**config.mk**
```make
export PLATFORM = sky130hd
export DESIGN_NAME = mirq_front
export DESIGN_NICKNAME = d
export VERILOG_FILES = /design/src/rtl/mirq_pkg.sv /design/src/rtl/mirq_sync.sv /design/src/rtl/mirq_pend.sv /design/src/rtl/mirq_typecap.sv /design/src/rtl/mirq_front.sv
export SDC_FILE = /design/constraint.sdc
export NUM_CORES = 1
export LEC_CHECK = 0
export ABC_AREA = 1
export BUFFER_PORTS_ARGS = -buffer_cell sky130_fd_sc_hd__buf_2
export CORE_AREA = 2 2 56 58
export DETAILED_ROUTE_END_ITERATION = 10
export DIE_AREA = 0 0 58 60
export PLACE_DENSITY_LB_ADDON = 0.2
export SLEW_MARGIN = 25
export SYNTH_ARGS = -nofsm -noshare
export SYNTH_HDL_FRONTEND = slang
export SYNTH_HIERARCHICAL = 1
export SYNTH_SLANG_ARGS = --single-unit
```
**constraint.sdc**
```tcl
create_clock -name clk -period 1.7 [get_ports clk]
set_input_delay 0.085 -clock clk [delete_from_list [all_inputs] [get_ports clk]]
set_output_delay 0.085 -clock clk [all_outputs]
set_load 0.01 [all_outputs]
```
**src/rtl/mirq_pkg.sv**
```systemverilog
package mirq_pkg;
  localparam int SRC_N = 3;
  typedef logic [1:0] src_idx_t;

  // Lowest-index active source wins; returns {hit, index}.
  function automatic logic [2:0] pick_first(input logic [SRC_N-1:0] act);
    logic [2:0] res;
    res = 3'b000;
    for (int i = SRC_N - 1; i >= 0; i--) begin
      if (act[i]) res = {1'b1, 2'(i)};
    end
    return res;
  endfunction
endpackage

```
**src/rtl/mirq_sync.sv**
```systemverilog
module mirq_sync #(
  parameter int W     = 3,
  parameter int DEPTH = 2
) (
  input  logic         clk,
  input  logic         rst_n,
  input  logic [W-1:0] din,
  output logic [W-1:0] sync_o,
  output logic [W-1:0] rise_o
);
  logic [W-1:0] stg [DEPTH];
  logic [W-1:0] prev_q;

  always_ff @(posedge clk or negedge rst_n) begin
    if (!rst_n) begin
      for (int k = 0; k < DEPTH; k++) stg[k] <= '0;
      prev_q <= '0;
    end else begin
      stg[0] <= din;
      for (int k = 1; k < DEPTH; k++) stg[k] <= stg[k-1];
      prev_q <= stg[DEPTH-1];
    end
  end

  assign sync_o = stg[DEPTH-1];
  assign rise_o = sync_o & ~prev_q;
endmodule

```
**src/rtl/mirq_pend.sv**
```systemverilog
module mirq_pend #(
  parameter int N = 3
) (
  input  logic         clk,
  input  logic         rst_n,
  input  logic [N-1:0] sync_i,
  input  logic [N-1:0] rise_i,
  input  logic [N-1:0] edge_mode_i,
  input  logic [N-1:0] en_i,
  input  logic [N-1:0] clr_i,
  output logic [N-1:0] raw_o
);
  logic [N-1:0] pend_q;

  for (genvar i = 0; i < N; i++) begin : g_src
    always_ff @(posedge clk or negedge rst_n) begin
      if (!rst_n) pend_q[i] <= 1'b0;
      else if (!edge_mode_i[i] || !en_i[i]) pend_q[i] <= 1'b0;
      else if (rise_i[i]) pend_q[i] <= 1'b1;
      else if (clr_i[i]) pend_q[i] <= 1'b0;
    end

    assign raw_o[i] = en_i[i] & (edge_mode_i[i] ? pend_q[i] : sync_i[i]);

    // an accepted edge request is gone one cycle later unless a new edge came
    assert_edge_clear_R2: assert property (@(posedge clk) disable iff (!rst_n)
      (clr_i[i] && !rise_i[i] && edge_mode_i[i]) |=> !pend_q[i]);
  end
endmodule

```
**src/rtl/mirq_typecap.sv**
```systemverilog
module mirq_typecap #(
  parameter int TYPE_W  = 8,
  parameter int ACK_CYC = 2
) (
  input  logic              clk,
  input  logic              rst_n,
  input  logic              casc_start_i,
  input  logic              slave_on_i,
  input  logic              arm_evt_i,
  input  logic              sel_evt_i,
  input  logic [TYPE_W-1:0] bus_i,
  output logic              ack_o,
  output logic [TYPE_W-1:0] type_o,
  output logic              valid_o
);
  localparam int CW = $clog2(ACK_CYC + 1);

  logic [CW-1:0] cnt_q;
  logic          armed_q;
  logic          cap_casc, cap_slave;

  assign cap_casc  = (cnt_q == CW'(1));
  assign cap_slave = slave_on_i & sel_evt_i & armed_q;
  assign ack_o     = (cnt_q != '0);

  always_ff @(posedge clk or negedge rst_n) begin
    if (!rst_n) begin
      cnt_q   <= '0;
      armed_q <= 1'b0;
      type_o  <= '0;
      valid_o <= 1'b0;
    end else begin
      if (casc_start_i && cnt_q == '0) cnt_q <= CW'(ACK_CYC);
      else if (cnt_q != '0)            cnt_q <= cnt_q - CW'(1);
      armed_q <= slave_on_i & (arm_evt_i | (armed_q & ~cap_slave));
      valid_o <= cap_casc | cap_slave;
      if (cap_casc || cap_slave) type_o <= bus_i;
    end
  end

  // the end of an acknowledge pulse is always followed by a type strobe
  assert_ack_then_type_R7: assert property (@(posedge clk) disable iff (!rst_n)
    $fell(ack_o) |-> valid_o);
  // the type strobe lasts one cycle
  assert_valid_single_R8: assert property (@(posedge clk) disable iff (!rst_n)
    valid_o |=> !valid_o);
endmodule

```
**src/rtl/mirq_front.sv**
```systemverilog
module mirq_front #(
  parameter int TYPE_W     = 8,
  parameter int ACK_CYC    = 2,
  parameter int SYNC_DEPTH = 2
) (
  input  logic              clk,
  input  logic              rst_n,
  input  logic [2:0]        irq_pin_i,
  input  logic [2:0]        cfg_edge_i,
  input  logic [2:0]        cfg_mask_i,
  input  logic              cfg_cascade_i,
  input  logic              cfg_slave_i,
  input  logic [TYPE_W-1:0] type_bus_i,
  input  logic              cpu_ack_i,
  output logic              cpu_req_o,
  output logic [1:0]        cpu_src_o,
  output logic              inta_o,
  output logic              inta_oe_o,
  output logic [TYPE_W-1:0] type_o,
  output logic              type_valid_o
);
  import mirq_pkg::*;

  logic [SRC_N-1:0] sync_w, rise_w, en_w, clr_w, raw_w, act_w;
  logic [2:0]       pick_w;
  logic             slave_on, casc_start;

  assign slave_on = cfg_slave_i & ~cfg_cascade_i;
  assign en_w     = {~cfg_cascade_i, ~slave_on, 1'b1};

  mirq_sync #(.W(SRC_N), .DEPTH(SYNC_DEPTH)) u_sync (
    .clk(clk), .rst_n(rst_n), .din(irq_pin_i), .sync_o(sync_w), .rise_o(rise_w));

  for (genvar i = 0; i < SRC_N; i++) begin : g_clr
    assign clr_w[i] = cpu_ack_i & cpu_req_o & (cpu_src_o == 2'(i));
  end

  mirq_pend #(.N(SRC_N)) u_pend (
    .clk(clk), .rst_n(rst_n), .sync_i(sync_w), .rise_i(rise_w),
    .edge_mode_i(cfg_edge_i), .en_i(en_w), .clr_i(clr_w), .raw_o(raw_w));

  assign act_w     = raw_w & ~cfg_mask_i;
  assign pick_w    = pick_first(act_w);
  assign cpu_req_o = pick_w[2];
  assign cpu_src_o = pick_w[1:0];

  assign casc_start = cfg_cascade_i & clr_w[0];
  assign inta_oe_o  = cfg_cascade_i;

  mirq_typecap #(.TYPE_W(TYPE_W), .ACK_CYC(ACK_CYC)) u_cap (
    .clk(clk), .rst_n(rst_n), .casc_start_i(casc_start), .slave_on_i(slave_on),
    .arm_evt_i(rise_w[0]), .sel_evt_i(rise_w[1]), .bus_i(type_bus_i),
    .ack_o(inta_o), .type_o(type_o), .valid_o(type_valid_o));

  // a masked source is never presented
  assert_mask_block_R3: assert property (@(posedge clk) disable iff (!rst_n)
    cpu_req_o |-> !cfg_mask_i[cpu_src_o]);
  // line 2 is not an interrupt while it serves as acknowledge
  assert_casc_no_src2_R6: assert property (@(posedge clk) disable iff (!rst_n)
    (cpu_req_o && cfg_cascade_i) |-> (cpu_src_o != 2'd2));
  // line 1 is not an interrupt while it serves as select
  assert_slave_no_src1_R8: assert property (@(posedge clk) disable iff (!rst_n)
    (cpu_req_o && cfg_slave_i && !cfg_cascade_i) |-> (cpu_src_o != 2'd1));
  // the acknowledge pulse only ever starts from an accepted source 0
  assert_inta_start_R6: assert property (@(posedge clk) disable iff (!rst_n)
    $rose(inta_o) |-> $past(cpu_ack_i && cpu_req_o && cpu_src_o == 2'd0));
endmodule

```
==> metrics, run 1 <==
Worst Tran Pin Value=0.5226 ns; crit path time final=1.434 ns; critical path, cell by cell=dlygate4sd3_1, buf_2, inv_1, nor2_1, nor2_1, inv_1, nor2_2, nand3_2, inv_1, buf_2; clock buffer depth=2; Max stage delay on crit path=0.53 ns; critical path arrival=around 1.4 ns; total power=1.691 mW; num ports=36; vias in the first global route=893; fin crit share=approximately 84%; cts bufs inserted=3; Inserted Diodes=0; Crit path max-delay family=buffers and inverters; chip width=58 um; CTS H-tree lvls=1; Slowest-stage cell, CP=dlygate4sd3_1; first-pass GRT wire length=3608 um; Hold Violations, Final=0; Critical Path Most Common Cell=inv_1; dpl hpwl=roughly 1500 um; pin count of the biggest net entering global routing=25; share of flip-flops with an asynchronous set or reset=100.0%; starting DRC count in detailed routing=33; DR vias/cell=4.446; Synth Flop Type=dfrtp_1; Max Cap Violations=0; Post-synth EDFFs=0; post-synthesis sequential area ratio=between 50% and 60%; Total GRT Usage=13.92%; Port Buffer Count=35; fmax=697.5 MHz; synthesized netlist cell count=122; drt pass-1 iters=4; DR WL/cell=10.35 um; Reg clk slew, reported paths=0.12 ns; Fillers=~290; layout cells sized above 1=31.58%; Syn Std Cell Area=1100 um^2; dominant cells by area after synthesis=dfrtp_1, nand2_1, inv_1, nand3_1, nor2_2; status=complete, no violations; NumNets Final=slightly below 200; crit path launch type=input port; Pleak=around 0.8 nW; peak supply drop=around 0.00075 V; Routed Antenna Nets=0; Ys Warns=6; Worst-Skew Late Latency=0.30 ns; Core Area=~2900 um^2; post-synth top area cell=dfrtp_1; syn avg cell area=9.015 um^2; vias=between 900 and 1k; drt drc=0; Initial Util=37.89%; Clk Tree Root Cell=clkbuf_4; Worst Setup End Kind=output port; Seq cells post-synth=24; Synth top area share=54.61%; initial antenna violation count=0; Post-Route WL=roughly 2100 um; worst hold path class=input port to register; final slew viol count=0; CP Class=input port to output port; Power Density=1161 nW/um^2; Final Skew=0.0007238 ns; max_slew headroom=65.16%; Placer Congestion=0.8288; worst-path maximum fanout=3; most frequent cell after synthesis=nand2_1; remaining global-route overflow=0; synth-to-layout area growth=32.42%; CTS tree=yes; worst path bufs/invs=6; Worst EP required=about 1.6 ns; Netlist cell types=19; Die ar.=between 3000 and 4000 um^2; commonest cells in the netlist=nand2_1, inv_1, dfrtp_1, nand3_1, nor2_1; final setup vio count=0; clock sinks=24; unrepaired setup endpoints after global routing=false; Die H=60 um; setup TNS=0 ns; Rows=20
## flip-flops by register name (all words and copies together) (netlist names)
register / flops
u_sync/prev_q: 3
u_cap/valid_o: 1
u_pend/pend_q: 3
u_cap/type_o: 8
u_sync/sync_o: 3
u_cap/armed_q: 1
u_sync/stg: 3
u_cap/cnt_q: 2
## per-stage QoR
stage	cell area (um^2)	utilization (%)	cells	setup WS (ns)	hold WS, ns
after CTS	1456	50.17	204	0.2616	0.002412
after detailed placement	1290	44.44	187	0.4220	0.09847
final	1456	50.17	204	0.2662	0.01697
after global placement	1290	44.44	187	0.4857	0.09369
after floorplan	1104	-	123	0.4780	-0.2106
after global routing	1456	50.17	204	0.1898	0.0006365
## path summary, 6_finish.rpt
path                                            start                            to  slack [ns]  depth (start not counted)
min in group asynchronous                       rst_n   u_cap/type_o[3]$_DFFE_PN0P_        0.28                          2
min                                     cfg_edge_i[0]  u_pend/pend_q[0]$_DFFE_PN0P_        0.02                          3
max in group asynchronous                       rst_n    u_sync/prev_q[0]$_DFF_PN0_        1.07                          2
max                                     cfg_edge_i[2]                  cpu_src_o[1]        0.27                         10
max reg2reg                u_sync/sync_o[0]$_DFF_PN0_    u_cap/cnt_q[1]$_DFFE_PN0P_        0.43                          8
min reg2reg                   u_sync/stg[5]$_DFF_PN0_    u_sync/sync_o[2]$_DFF_PN0_        0.36                          0
## cells by family after synthesis
logic type	share of synthesized area [%]
flip-flops	54.61
AND/OR/NAND/NOR	24.92
other	0.3410
buffers and inverters	11.60
adder cells (fa/ha/maj)	2.275
AO/OA/AOI/OAI	6.257
## metal layers
layer  global-route usage, %  share of wire [%]
met5                       0                  0
met2                   25.49                 52
met1                   15.14                 40
met4                   6.977               0.81
met3                   3.030                6.9
## report_power, final
| group | internal (mW) | leakage, nW | total (mW) | switching [mW] |
|---|---|---|---|---|
| logic | 0.263 | 0.485 | 0.617 | 0.355 |
| registers | 0.717 | 0.294 | 0.789 | 0.0719 |
| clock network | 0.131 | 0.0210 | 0.285 | 0.155 |
| total | 1.11 | 0.800 | 1.69 | 0.581 |
## layout make-up
class / instances / area, um^2 / share of cell area [%]
clock buffers: 4 / 36.28 / 2.491
multi-input cells: 69 / 375.4 / 25.77
flip-flops and latches: 24 / 600.6 / 41.24
repair buffers: 48 / 305.3 / 20.96
inverters: 26 / 97.59 / 6.701
well taps: 33 / 41.29 / 2.835
## worst reg2reg max path, stage by stage (launching register included)
cell	delay [ns]
dfrtp_1	0.38
o21ai_1	0.06
nor2_1	0.17
nand2_4	0.10
nor3_1	0.16
inv_1	0.06
nand2_1	0.10
nand2_1	0.06
o21a_1	0.10
## cells in the final DEF, fill, tap and decap left out, types with 3 or more instances in the layout
cell type and count:
nor2_1 8, nand3_1 8, inv_1 25, buf_2 35, nand2_1 27, nor2_2 6
dfrtp_1 24, a21oi_2 3, dlygate4sd3_1 13, clkbuf_4 3, o21ai_1 3
## repair_timing
item | 4_1_cts | 5_1_grt
setup buffers | 0 | 0
gates resized for setup | 0 | 0
endpoints found under the hold margin | 36 | 0
setup endpoints to repair | 0 | 0
hold buffers | 13 | 0
(Power assumes the default switching activity.)
==> run 2: changes to the inputs <==
- clock period: 1.7 -> 1.4 ns (I/O delays scaled with it)
==> run 2 against run 1 <==
Net effect: count of clock-buffer cells in the layout stayed put; final area is 3.7% higher; register-to-register slack worse by 0.27 ns; utilization is 1.9 points higher; die area stayed put; sequential share of layout area is 1.5 points lower; sequential power is 22% higher; non-clock buffer count is 5 higher; cell count is 2.5% higher; clock skew is 0.0070 ns higher; sequential cell count stayed put; global-route usage is 0.56 points lower.
==> metrics, run 2 (synthesized netlist as in run 1, its figures left out) <==
crit path time final=1.336 ns; worst path bufs/invs=3 (-3); CTS tree=yes; Rows=20 (unchanged); vias=927 (+2.2%); clock sinks=24 (unchanged); Final Skew=0.007715 ns (+0.006991 ns); Port Buffer Count=35 (unchanged); cell count along the critical path=7 (-3); vias in the first global route=901 (+0.90%); DR vias/cell=4.435 (-0.24%); total power=2.066 mW (+22%); setup TNS=0 ns (unchanged); Core Area=2903 um^2 (unchanged); Most flops, register=u_cap/type_o; worst hold path class=input port to register; status=complete, no violations; critical path arrival=1.27 ns (-0.08 ns); layout cells sized above 1=34.66% (+3.1 points); initial antenna violation count=0 (unchanged); chip width=58 um (unchanged); fin crit share=95.40%; design area=1510 um^2 (+3.7%); Max Cap Violations=0 (unchanged); synth-to-layout area growth=37.32%; NumNets Final=201 (+2.6%); worst slack at placement=0.1581 ns (-0.2639 ns); clock buffer depth=2 (unchanged); first-pass GRT wire length=3539 um (-1.9%); remaining global-route overflow=0 (unchanged); num ports=36 (unchanged); DR WL/cell=10.22 um (-1.2%); Die ar.=3480 um^2 (unchanged); final setup vio count=0 (unchanged); CTS H-tree lvls=1 (unchanged); Initial Util=37.89% (unchanged); Max stage delay on crit path=0.37 ns (-0.16 ns); Die H=60 um (unchanged); Worst Tran Pin Value=0.5123 ns (-0.01023 ns); Worst Setup End Kind=output port; CP Class=register to output port; Slowest-stage cell, CP=dfrtp_1; pin count of the biggest net entering global routing=25 (unchanged); starting DRC count in detailed routing=20 (-39%); Worst Slack Setup Final=0.06444 ns (-0.2018 ns); Crit path max-delay family=flip-flops; Clk Tree Root Cell=clkbuf_4; Hold Violations, Final=0 (unchanged); commonest non-fill, non-tap cells in the layout=buf_2, nand2_1, inv_1, dfrtp_1, dlygate4sd3_1; Layout Cells excl Fill=209 (+2.5%); critical path, cell by cell=o21ai_1, nor2_1, inv_1, nor2_2, nand3_2, inv_1, buf_2; Critical Path Most Common Cell=inv_1; Reg clk slew, reported paths=0.13 ns (about the same); Pleak=0.8230 nW (+2.9%); Routed Antenna Nets=0 (unchanged); max reg flops=8 (unchanged); unrepaired setup endpoints after global routing=true; Total GRT Usage=13.37% (-0.56 points); Worst EP required=1.33 ns (-0.29 ns); Placed Area=1290 um^2 (unchanged); cts bufs inserted=3 (unchanged); dpl hpwl=1458 um (-1.8%); commonest non-fill, non-tap cell in the layout=buf_2; final slew viol count=0 (unchanged); Placer Congestion=0.8287 (about the same); hold path cells=4 (+1); Post-Route WL=2137 um (+1.2%); Worst-Skew Late Latency=0.30 ns (about the same); max_slew headroom=65.84% (+0.68 points); peak supply drop=0.0008428 V (+12%); Power Density=1368 nW/um^2 (+18%); Inserted Diodes=0 (unchanged); Post-Place Cells=187 (unchanged); fmax=approximately 750 MHz; drt pass-1 iters=4 (unchanged); drt drc=0 (unchanged); crit path launch type=register; worst-path maximum fanout=2 (-1); R2R depth=10 (+2)
[run 2: cell type report]
class / count / area [um^2]
Tap cell: 33 / 41.29
Sequential cell: 24 / 600.6
Timing Repair Buffer: 53 / 347.8
Multi-Input combinational cell: 69 / 386.6
Fill cell: 283 / 1393
Clock buffer: 4 / 36.28
Inverter: 26 / 97.59
[run 2: tightest hold or removal path, cell delays in order]
cell	delay (ns)
buf_2	0.08
inv_1	0.07
nand2_1	0.08
a21oi_2	0.03
[run 2: path summary, 6_finish.rpt]
path,to,start,slack [ns]
setup / recovery,cpu_src_o[1],u_sync/sync_o[2]$_DFF_PN0_,0.06
hold / removal,u_pend/pend_q[2]$_DFFE_PN0P_,cfg_cascade_i,0.05
setup reg to reg,u_pend/pend_q[2]$_DFFE_PN0P_,u_sync/sync_o[2]$_DFF_PN0_,0.16
hold reg to reg,u_sync/sync_o[0]$_DFF_PN0_,u_sync/stg[3]$_DFF_PN0_,0.36
max in group asynchronous,u_cap/armed_q$_DFF_PN0_,rst_n,0.79
min in group asynchronous,u_cap/type_o[1]$_DFFE_PN0P_,rst_n,0.26
[run 2: layer usage]
metal	GRT usage [%]	vias to the layer above	wire length [um]
met5	0	-	0
li1	-	466	-
met1	15.42	429	846
met3	1.948	2	126
met2	24.51	30	1147
met4	5.980	0	17
[run 2: metrics by stage]
stage / utilization (%) / hold slack [ns]
CTS: 51.12 / 0.03883
global placement: 44.44 / 0.07875
detailed placement: 44.44 / 0.08314
floorplan: - / -0.2256
finish: 52.03 / 0.05244
global route: 52.03 / 0.07030
[run 2: power by group]
part / switching [mW] / leakage, nW / internal [mW]
combinational: 0.426 / 0.508 / 0.329
sequential: 0.0907 / 0.294 / 0.870
clock: 0.191 / 0.0210 / 0.159
[run 2: repair_timing]
item / CTS / global route
buffers inserted: 1 / 2
setup endpoints to repair: 2 / 3
hold buffers: 15 / 0
gates resized for setup: 0 / 4
endpoints found under the hold margin: 38 / 0
pin swaps: 4 / 3
==> run 3: changes to the inputs <==
- CORE_AREA: 2 2 56 58 -> 2 2 62 64
- DIE_AREA: 0 0 58 60 -> 0 0 64 66
- SKIP_LAST_GASP: not set -> 1
==> run 3 against run 2 <==
Net effect: clock skew hardly changed; fmax rose by 2.0%; largest power group unchanged; critical endpoint unchanged; worst setup slack better by 0.026 ns; via count is 3.3% lower; global-route usage decreased by 2.6 points; critical path type unchanged; final area increased by 0.99%; die area is 21% higher; highest routed layer unchanged; clock power up 1%.
==> metrics, run 3 (synthesized netlist as in run 1, its figures left out) <==
worst slack at placement=0.1439 ns (-0.01420 ns); initial antenna violation count=0 (unchanged); Core Area=3551 um^2 (+22%); DR vias/cell=4.018 (-9.4%); Reg clk slew, reported paths=0.13 ns (about the same); drt drc=0 (unchanged); CTS H-tree lvls=1 (unchanged); hold_sp=cfg_cascade_i; Worst-Skew Late Latency=0.31 ns (about the same); busiest grt layer=met2; Routed Antenna Nets=0 (unchanged); Clk Tree Root Cell=clkbuf_4; remaining global-route overflow=0 (unchanged); max reg flops=8 (unchanged); vias in the first global route=861 (-4.4%); vias=896 (-3.3%); met3 Track Usage GR=1.704% (-0.24 points); Pleak=0.8194 nW (-0.43%); fmax=763.5 MHz (+2.0%); first-pass GRT wire length=3532 um (-0.20%); Worst EP required=1.33 ns (about the same); CP Class=register to output port; pin count of the biggest net entering global routing=25 (unchanged); status=complete, no violations; starting DRC count in detailed routing=27 (+35%); max_slew headroom=64.97% (-0.88 points); critical path, cell by cell=o21ai_2, nor2_2, nand2_4, nand3_2, inv_1, buf_2; drt pass-1 iters=4 (unchanged); worst-path maximum fanout=5 (+3); commonest non-fill, non-tap cells in the layout=buf_2, nand2_1, inv_1, dfrtp_1, dlygate4sd3_1; fin crit share=93.55% (-1.8 points); chip width=64 um (+10%); Min Hold Slack=0.05040 ns (-0.002031 ns); clock sinks=24 (unchanged); Die H=66 um (+10%); final setup vio count=0 (unchanged); dpl hpwl=1509 um (+3.5%); unrepaired setup endpoints after global routing=true; met2 usage=19.14% (-5.4 points); Post-Route WL=2065 um (-3.4%); crit path time final=1.310 ns (-0.02588 ns); worst hold path class=input port to register; clock buffer depth=2 (unchanged); layout cells sized above 1=34.86% (+0.20 points); NumNets Final=200 (-0.50%); Worst Slack Setup Final=0.09032 ns (+0.02588 ns); Most flops, register=u_cap/type_o; fin util=42.95% (-9.1 points); crit path launch type=register; CTS tree=yes; Worst Tran Pin Value=0.5255 ns (+0.01319 ns); design area=1525 um^2 (+0.99%); Max Cap Violations=0 (unchanged); Total GRT Usage=10.75% (-2.6 points); worst reg2reg startpoint=u_sync/sync_o[0]$_DFF_PN0_; Worst Setup End Kind=output port; Slowest-stage cell, CP=dfrtp_1; Rows=22 (+10%); synth-to-layout area growth=38.68%; Placed Area=1309 um^2 (+1.5%); peak supply drop=0.0007710 V (-8.5%); Inserted Diodes=0 (unchanged); worst setup path startpoint=u_sync/sync_o[0]$_DFF_PN0_; Die ar.=4224 um^2 (+21%); num ports=36 (unchanged); total power=2.067 mW (about the same); cts bufs inserted=3 (unchanged); Max stage delay on crit path=0.42 ns (+0.05 ns); met1 Use GR=12.69% (-2.7 points); critical path arrival=1.24 ns (-0.03 ns); Port Buffer Count=35 (unchanged); Hold Violations, Final=0 (unchanged); Initial Util=30.97% (-6.9 points); DR WL/cell=9.260 um (-9.4%); Final Skew=0.008132 ns (+0.0004176 ns); Power Density=1356 nW/um^2 (-0.91%); commonest non-fill, non-tap cell in the layout=buf_2; Placer Congestion=0.6876 (-17%); final slew viol count=0 (unchanged)
## run 3: cell count changes in the layout (fill, tap and decap cells not counted)
cell	before	now
o21ai_1	2	1
o21ai_2	1	2
nand2_2	1	0
nor2_1	6	5
nand2_1	26	27
buf_4	3	2
nor2_2	8	9
## run 3: repair_timing
item | CTS | global route
hold endpoints to repair | 38 | 0
cloned | 0 | 0
gates resized for setup | 0 | 5
setup endpoints to repair | 2 | 3
buffers inserted | 1 | 1
pin swaps | 3 | 2
hold buffers | 15 | 0
## run 3: worst paths after layout
kind                       cells past startpoint  slack (ns)                            to
max                                            6        0.09                  cpu_src_o[1]
min                                            4        0.05  u_pend/pend_q[2]$_DFFE_PN0P_
max reg2reg                                    9        0.17  u_pend/pend_q[2]$_DFFE_PN0P_
min reg2reg                                    0        0.36    u_sync/sync_o[1]$_DFF_PN0_
max in group asynchronous                      2        0.79  u_pend/pend_q[1]$_DFFE_PN0P_
min in group asynchronous                      2        0.26   u_cap/type_o[5]$_DFFE_PN0P_
## run 3: layout make-up
cell class	instances	area [um^2]
sequential	24	600.6
clock buffer	4	36.28
fill	365	2026
inverter	26	97.59
tap	48	60.06
timing repair buffer	52	340.3
multi-input combinational	69	390.4
## run 3: per-stage QoR
stage | std cells | TNS [ns]
after CTS | 222 | 0
after global routing | 223 | -0.04591
final | 223 | 0
after global placement | 202 | 0
after floorplan | 123 | 0
after detailed placement | 202 | 0
## run 3: power by group
group	leakage [nW]	switching, mW	internal, mW
clock network	0.0210	0.196	0.159
registers	0.294	0.0912	0.870
logic	0.504	0.424	0.328
## run 3: worst max-delay path: cells and delay by family (launching register included)
family	cells	cell delay, ns
DFF	1	0.42
and+or+nand+nor	3	0.23
buffers and inverters	2	0.16
AOI/OAI and AO/OA	1	0.13
## run 3: per-layer routing
metal	share of wire, %	up-vias
met5	0	-
li1	-	469
met3	5.9	2
met2	49	29
met1	45	396
met4	0.68	0
